## config.mk

```make
export PLATFORM = sky130hd
export DESIGN_NAME = i2c_addr_slave
export DESIGN_NICKNAME = d
export VERILOG_FILES = /design/src/rtl/i2c_slv_pkg.sv /design/src/rtl/i2c_slv_line_sync.sv /design/src/rtl/i2c_slv_addr_match.sv /design/src/rtl/i2c_addr_slave.sv
export SDC_FILE = /design/constraint.sdc
export NUM_CORES = 1
export LEC_CHECK = 0
export BUFFER_PORTS_ARGS = -buffer_cell sky130_fd_sc_hd__buf_2
export CAP_MARGIN = 20
export CORE_MARGIN = 4
export CORE_UTILIZATION = 55
export CTS_BUF_LIST = sky130_fd_sc_hd__clkbuf_16
export DETAILED_ROUTE_END_ITERATION = 6
export PLACE_DENSITY = 0.79
export SLEW_MARGIN = 30
export SYNTH_ARGS = -nofsm -noshare
export SYNTH_HDL_FRONTEND = slang
export SYNTH_SLANG_ARGS = --single-unit
```

## constraint.sdc

```tcl
create_clock -name clk -period 6.6 [get_ports clk]
set_input_delay 0.33 -clock clk [delete_from_list [all_inputs] [get_ports clk]]
set_output_delay 0.33 -clock clk [all_outputs]
set_load 0.05 [all_outputs]
```

## src/rtl/i2c_slv_pkg.sv

```systemverilog
package i2c_slv_pkg;
  localparam int BYTE_W  = 8;
  localparam int ADDR_W  = 10;
  localparam int CNT_W   = $clog2(BYTE_W + 2);
  localparam logic [4:0] TEN_PREFIX = 5'b11110;

  typedef enum logic [2:0] {
    ST_IDLE,
    ST_ADDR1,
    ST_ADDR2,
    ST_WRITE,
    ST_READ
  } slv_state_t;

  typedef struct packed {
    logic hit;    // acknowledge this address byte
    logic need2;  // 10-bit first byte: a second byte follows
    logic rd;     // matched with R/W = 1
    logic gcall;  // general-call hit
  } match_t;
endpackage

```

## src/rtl/i2c_slv_line_sync.sv

```systemverilog
module i2c_slv_line_sync #(
  parameter int STAGES = 2
) (
  input  logic clk,
  input  logic rst_n,
  input  logic scl_in,
  input  logic sda_in,
  output logic scl_lvl,
  output logic sda_lvl,
  output logic scl_rise,
  output logic scl_fall,
  output logic start_det,
  output logic stop_det
);
  localparam int LINES = 2;
  logic [LINES-1:0] din, cur, prev;

  assign din = {sda_in, scl_in};

  for (genvar i = 0; i < LINES; i++) begin : g_line
    logic [STAGES:0] sh;
    always_ff @(posedge clk or negedge rst_n) begin
      if (!rst_n) sh <= '1;
      else        sh <= {sh[STAGES-1:0], din[i]};
    end
    assign cur[i]  = sh[STAGES-1];
    assign prev[i] = sh[STAGES];
  end

  assign scl_lvl   = cur[0];
  assign sda_lvl   = cur[1];
  assign scl_rise  = cur[0] & ~prev[0];
  assign scl_fall  = ~cur[0] & prev[0];
  assign start_det = cur[0] & prev[0] & prev[1] & ~cur[1];
  assign stop_det  = cur[0] & prev[0] & ~prev[1] & cur[1];
endmodule

```

## src/rtl/i2c_slv_addr_match.sv

```systemverilog
module i2c_slv_addr_match
  import i2c_slv_pkg::*;
(
  input  logic [BYTE_W-1:0] byte_i,
  input  logic              second_i,
  input  logic              had10_i,
  input  logic [ADDR_W-1:0] own_addr,
  input  logic              ten_bit_mode,
  input  logic              gcall_en,
  output match_t            res_o
);
  always_comb begin
    res_o = '0;
    if (second_i) begin
      res_o.hit = (byte_i == own_addr[BYTE_W-1:0]);
    end else if (gcall_en && byte_i == '0) begin
      res_o.hit   = 1'b1;
      res_o.gcall = 1'b1;
    end else if (!ten_bit_mode) begin
      res_o.hit = (byte_i[BYTE_W-1:1] == own_addr[BYTE_W-2:0]);
      res_o.rd  = byte_i[0];
    end else if (byte_i[7:3] == TEN_PREFIX && byte_i[2:1] == own_addr[ADDR_W-1:BYTE_W]) begin
      if (!byte_i[0]) begin
        res_o.hit   = 1'b1;
        res_o.need2 = 1'b1;
      end else if (had10_i) begin
        res_o.hit = 1'b1;
        res_o.rd  = 1'b1;
      end
    end
  end
endmodule

```

## src/rtl/i2c_addr_slave.sv

```systemverilog
module i2c_addr_slave
  import i2c_slv_pkg::*;
#(
  parameter int SYNC_STAGES = 2
) (
  input  logic              clk,
  input  logic              rst_n,
  input  logic              scl_i,
  input  logic              sda_i,
  output logic              scl_pull,
  output logic              sda_pull,
  input  logic [ADDR_W-1:0] own_addr,
  input  logic              ten_bit_mode,
  input  logic              gcall_en,
  input  logic [BYTE_W-1:0] tx_data,
  input  logic              tx_valid,
  output logic              tx_ready,
  output logic [BYTE_W-1:0] rx_data,
  output logic              rx_valid,
  input  logic              rx_ready,
  output logic              evt_start,
  output logic              evt_stop,
  output logic              evt_match,
  output logic              evt_gcall,
  output logic              busy,
  output logic              is_read
);
  localparam logic [CNT_W-1:0] BYTE_CNT = CNT_W'(BYTE_W);
  localparam logic [CNT_W-1:0] ACK_CNT  = CNT_W'(BYTE_W + 1);

  logic scl_lvl, sda_lvl, scl_rise, scl_fall, ev_start, ev_stop;
  slv_state_t        state;
  logic [BYTE_W-1:0] shreg, rx_buf;
  logic [CNT_W-1:0]  bitcnt;
  logic ack_ph, hand_rx, pend, sda_q, had10, rd_q, busy_q, rx_v, mack;
  match_t mres;

  i2c_slv_line_sync #(.STAGES(SYNC_STAGES)) u_sync (
    .clk(clk), .rst_n(rst_n), .scl_in(scl_i), .sda_in(sda_i),
    .scl_lvl(scl_lvl), .sda_lvl(sda_lvl), .scl_rise(scl_rise), .scl_fall(scl_fall),
    .start_det(ev_start), .stop_det(ev_stop)
  );

  i2c_slv_addr_match u_match (
    .byte_i(shreg), .second_i(state == ST_ADDR2), .had10_i(had10),
    .own_addr(own_addr), .ten_bit_mode(ten_bit_mode), .gcall_en(gcall_en),
    .res_o(mres)
  );

  always_ff @(posedge clk or negedge rst_n) begin
    if (!rst_n) begin
      state <= ST_IDLE; shreg <= '0; rx_buf <= '0; bitcnt <= '0;
      ack_ph <= 1'b0; hand_rx <= 1'b0; pend <= 1'b0; sda_q <= 1'b0;
      had10 <= 1'b0; rd_q <= 1'b0; busy_q <= 1'b0; rx_v <= 1'b0; mack <= 1'b0;
      evt_start <= 1'b0; evt_stop <= 1'b0; evt_match <= 1'b0; evt_gcall <= 1'b0;
    end else begin
      evt_start <= 1'b0; evt_stop <= 1'b0; evt_match <= 1'b0; evt_gcall <= 1'b0;
      if (rx_v && rx_ready) rx_v <= 1'b0;
      if (ev_start) begin
        state <= ST_ADDR1; bitcnt <= '0; ack_ph <= 1'b0; pend <= 1'b0;
        sda_q <= 1'b0; busy_q <= 1'b1; evt_start <= 1'b1;
      end else if (ev_stop) begin
        state <= ST_IDLE; bitcnt <= '0; ack_ph <= 1'b0; pend <= 1'b0;
        sda_q <= 1'b0; busy_q <= 1'b0; had10 <= 1'b0; evt_stop <= 1'b1;
      end else if (ack_ph) begin
        // end of our ACK clock: release SDA, then hand over or fetch
        if (scl_fall) begin
          ack_ph <= 1'b0; sda_q <= 1'b0; bitcnt <= '0;
          pend   <= hand_rx || (state == ST_READ);
        end
      end else begin
        case (state)
          ST_ADDR1, ST_ADDR2, ST_WRITE: begin
            if (pend) begin
              if (!rx_v || rx_ready) begin
                rx_buf <= shreg; rx_v <= 1'b1; pend <= 1'b0;
              end
            end else if (scl_rise && bitcnt < BYTE_CNT) begin
              shreg  <= {shreg[BYTE_W-2:0], sda_lvl};
              bitcnt <= bitcnt + 1'b1;
            end else if (scl_fall && bitcnt == BYTE_CNT) begin
              if (state == ST_WRITE) begin
                ack_ph <= 1'b1; sda_q <= 1'b1; hand_rx <= 1'b1;
              end else if (mres.hit) begin
                ack_ph <= 1'b1; sda_q <= 1'b1; hand_rx <= 1'b0;
                if (mres.need2) begin
                  state <= ST_ADDR2;
                end else begin
                  state     <= mres.rd ? ST_READ : ST_WRITE;
                  rd_q      <= mres.rd;
                  evt_match <= 1'b1;
                  evt_gcall <= mres.gcall;
                  if (state == ST_ADDR2) had10 <= 1'b1;
                end
              end else begin
                state <= ST_IDLE; had10 <= 1'b0;
              end
            end
          end
          ST_READ: begin
            if (pend) begin
              if (tx_valid) begin
                shreg <= tx_data; sda_q <= ~tx_data[BYTE_W-1]; pend <= 1'b0;
              end
            end else if (scl_rise) begin
              if (bitcnt < BYTE_CNT)     bitcnt <= bitcnt + 1'b1;
              else if (bitcnt == ACK_CNT) mack  <= ~sda_lvl;
            end else if (scl_fall) begin
              if (bitcnt == ACK_CNT) begin
                if (mack) begin pend <= 1'b1; bitcnt <= '0; end
                else state <= ST_IDLE;
              end else if (bitcnt == BYTE_CNT) begin
                sda_q <= 1'b0; bitcnt <= ACK_CNT;
              end else if (bitcnt != '0) begin
                shreg <= {shreg[BYTE_W-2:0], 1'b0};
                sda_q <= ~shreg[BYTE_W-2];
              end
            end
          end
          default: ;
        endcase
      end
    end
  end

  assign scl_pull = pend;
  assign sda_pull = sda_q;
  assign tx_ready = pend && (state == ST_READ);
  assign rx_valid = rx_v;
  assign rx_data  = rx_buf;
  assign busy     = busy_q;
  assign is_read  = rd_q;
endmodule

```

==> flow_summary_export.csv <==
group,metric,value,unit
routing,drt-initial-drc-count,171,
timing,setup_tns,0,ns
timing,setup_viol,0,
synth,yosys_warnings,0,
timing,hold_viol,0,
routing,drtAntennaViolNets,0,
routing,viasPerCell,5.87,
layout,drive_gt1_share,25.0,%
floorplanning,die_area,0.00560,sq mm
clock_tree,cts_max_path_buffers,2,
pwr,leakagePower,0.00134,uW
global_route,grt_max_degree,43,
routing,wl_met2,2650,microns
floorplanning,rows,24,
routing,top_layer,"met4",
global_route,grt_pass1_vias,1913,
timing,fmax,357,MHz
layout,num_antenna_cells,0,
worst_setup_path,crit_slowest_cell,"nor2_1",
worst_setup_path,r2r_slack,3.99,ns
synth,yosys-top-cells-area,"dfrtp_1, dfstp_2, xor2_1, mux2i_1, mux2_2",
worst_setup_path,critPathRequiredTime,6.27,ns
worst_setup_path,worst-path-max-fanout,11,
placed_design,io_buffers,43,
worst_setup_path,endpoint,"tx_ready",
floorplanning,pin_count,44,
synth,async_flop_share,100,%
clock_tree,hold_buffers,0,
timing,fin_crit,2.80,ns
worst_setup_path,slowest_delay,0.73,ns
layout,fillCellCount,367,
floorplanning,core_area,0.00435,sq mm
routing,met1_length,2470,microns
worst_setup_path,startpoint,"state[2]",
pwr,irDropWorstVdd,224,uV
timing,drv_slew,0,
worst_setup_path,r2r-end,"is_read",
routing,met3_length,324,microns
layout,final_common_cell,"buf_2",
timing,fin_skew,0.00395,ns
routing,drc,0,
synth,synth_area_per_cell,9.64,sq um
floorplanning,die-height,74.9,microns
worst_setup_path,cp-end-kind,"output pin",
routing,dr_total_vias,2020,
synth,seq_area_frac_synth,43.1,%
layout,nets,323,
global_route,antenna_found_initial,0,
timing,period_share,42.5,%
clock_tree,htreeDepth,2,
synth,syn_area,0.00246,sq mm
synth,synthFlopType,"dfrtp_1",
pwr,power_density,384,mW/mm^2
hold_path,hold_path_class,"in2async",
clock_tree,cts_resized,0,
clock_tree,ctsRootBufferMaster,"clkbuf_16",
worst_setup_path,path_class,"reg2out",
synth,syn-instance-count,255,
clock_tree,cts.sinks,42,
layout,syn_to_final_growth,15.1,%
placed_design,gp_congestion,0.883,
clock_tree,post_cts_buffers,0,
layout,stdcell_count,344,
clock_tree,numCtsBuffers,5,
routing,detail_route.wl_per_cell,16.1,microns
layout,stdcell_area,0.00283,sq mm
run_status,status,"finished clean",
floorplanning,initial_core_util,56.5,%
placed_design,dp_cells,336,
timing,tightestPinTransition,0.888,ns
clock_tree,clk_pin_slew,0.05,ns
synth,synthDistinctLibCells,52,
floorplanning,die-width,74.9,microns
worst_setup_path,start_kind,"flip-flop",
clock_tree,tritoncts,"yes",
worst_setup_path,worst-r2r-cell-count,6,
placed_design,place_area,0.00268,sq mm
global_route,grt_first_pass_wirelength,9000,microns
global_route,gr-usage-all-layers,21.5,%
synth,synth_edf_count,0,
synth,yosysTopAreaCellShare,36.6,%
worst_setup_path,path_cells,"or3b_1 > nor2_1 > buf_2",
synth,ys_ff_latch,42,
synth,synth_fp_nets,287,
synth,synth_largest_area_cell,"dfrtp_1",
timing,slew_headroom,40.6,%
worst_setup_path,cp.arrival,2.47,ns
clock_tree,clock_latency,0.28,ns
routing,totalWireLength,5550,microns
worst_setup_path,r2r_start,"shreg[6]",
global_route,gr-total-overflow,0,
routing,drt_pass1_iterations,4,
layout,mostFrequentLayoutCells,"buf_2, dfrtp_1, nand2_1",
placed_design,dp_hpwl,4170,microns
timing,rsz0062_at_grt,"no",
flow_run,maxCapViolCount,0,
critical path, delay by kind of cell, from the launching register on:
| kind | cells | cell delay [ns] |
|---|---|---|
| buf+inv | 1 | 0.40 |
| simple gates | 2 | 1.27 |
| flops | 1 | 0.51 |
how the worst min path moves through the flow:
stage          depth (start not counted)              startpoint  slack, ns                endpoint
6_report                               1                   rst_n       0.01                sda_pull
5_1_grt                                1                   rst_n       0.06                sda_pull
4_1_cts                                1                   scl_i       0.14  u_sync.g_line[0].sh[0]
3_5_place_dp                           0  u_sync.g_line[0].sh[0]       0.35  u_sync.g_line[0].sh[1]
3_3_place_gp                           0  u_sync.g_line[0].sh[0]       0.35  u_sync.g_line[0].sh[1]
2_1_floorplan                          0                   rst_n       0.03                  ack_ph
synth_stat cells (7+ instances only):
| cell | count |
|---|---|
| mux2_2 | 8 |
| nor2_1 | 16 |
| inv_1 | 13 |
| xor2_1 | 17 |
| clkbuf_1 | 10 |
| nor2b_1 | 7 |
| o21ai_1 | 9 |
| dfrtp_1 | 36 |
| nand2_1 | 23 |
| mux2i_1 | 12 |
| o21ai_0 | 9 |
| a21oi_1 | 11 |
routing by layer:
| layer | vias up | track usage (%) |
|---|---|---|
| li1 | 976 | - |
| met1 | 968 | 28.8 |
| met2 | 63 | 32.5 |
| met3 | 13 | 5.61 |
| met4 | 0 | 9.68 |
| met5 | - | 0 |
state kept, by name, indices dropped and copies added (netlist names):
register and flops:
ack_ph 1, mack 1, rx_data 8, scl_pull 1, evt_start 1, evt_match 1, is_read 1, evt_stop 1
had10 1, u_sync.g_line.sh 6, shreg 8, rx_valid 1, busy 1, evt_gcall 1, hand_rx 1, state 3
bitcnt 4, sda_pull 1
final cells by class:
cell class	count	area [sq um]	area share [%]
flip-flops and latches	42	1060	37.4
clock inverters	3	17.5	0.619
well taps	52	65.1	2.30
repair buffers	43	218	7.69
inverters	13	48.8	1.72
clock buffers	5	125	4.42
multi-input cells	186	1300	45.8
stage by stage:
step | power, uW | hold slack, ns | setup WS, ns | util (%)
3_5_place_dp | 856 | 0.348 | 4.04 | 61.6
6_report | 1090 | 0.0148 | 3.80 | 65.0
3_3_place_gp | 843 | 0.346 | 4.14 | 61.6
5_1_grt | 1160 | 0.0612 | 3.70 | 65.0
4_1_cts | 1090 | 0.137 | 3.82 | 64.9
2_1_floorplan | 752 | 0.0344 | 3.94 | -
where the power goes:
group / leakage, uW / internal (uW) / switching (uW) / total [uW]
registers: 0.000539 / 323 / 92.0 / 415
logic: 0.000726 / 167 / 275 / 442
clock network: 0.0000750 / 138 / 91.7 / 230
cells by family after synthesis:
kind of cell | after synthesis | share of synthesized area (%)
buffers and inverters | 27 | 4.33
adder cells (fa/ha/maj) | 6 | 3.05
multiplexers | 21 | 9.01
XOR/XNOR | 19 | 6.77
AO/OA/AOI/OAI | 57 | 15.3
flip-flops | 42 | 43.1
AND/OR/NAND/NOR | 83 | 18.5
Power figures use the tool's default switching activity.
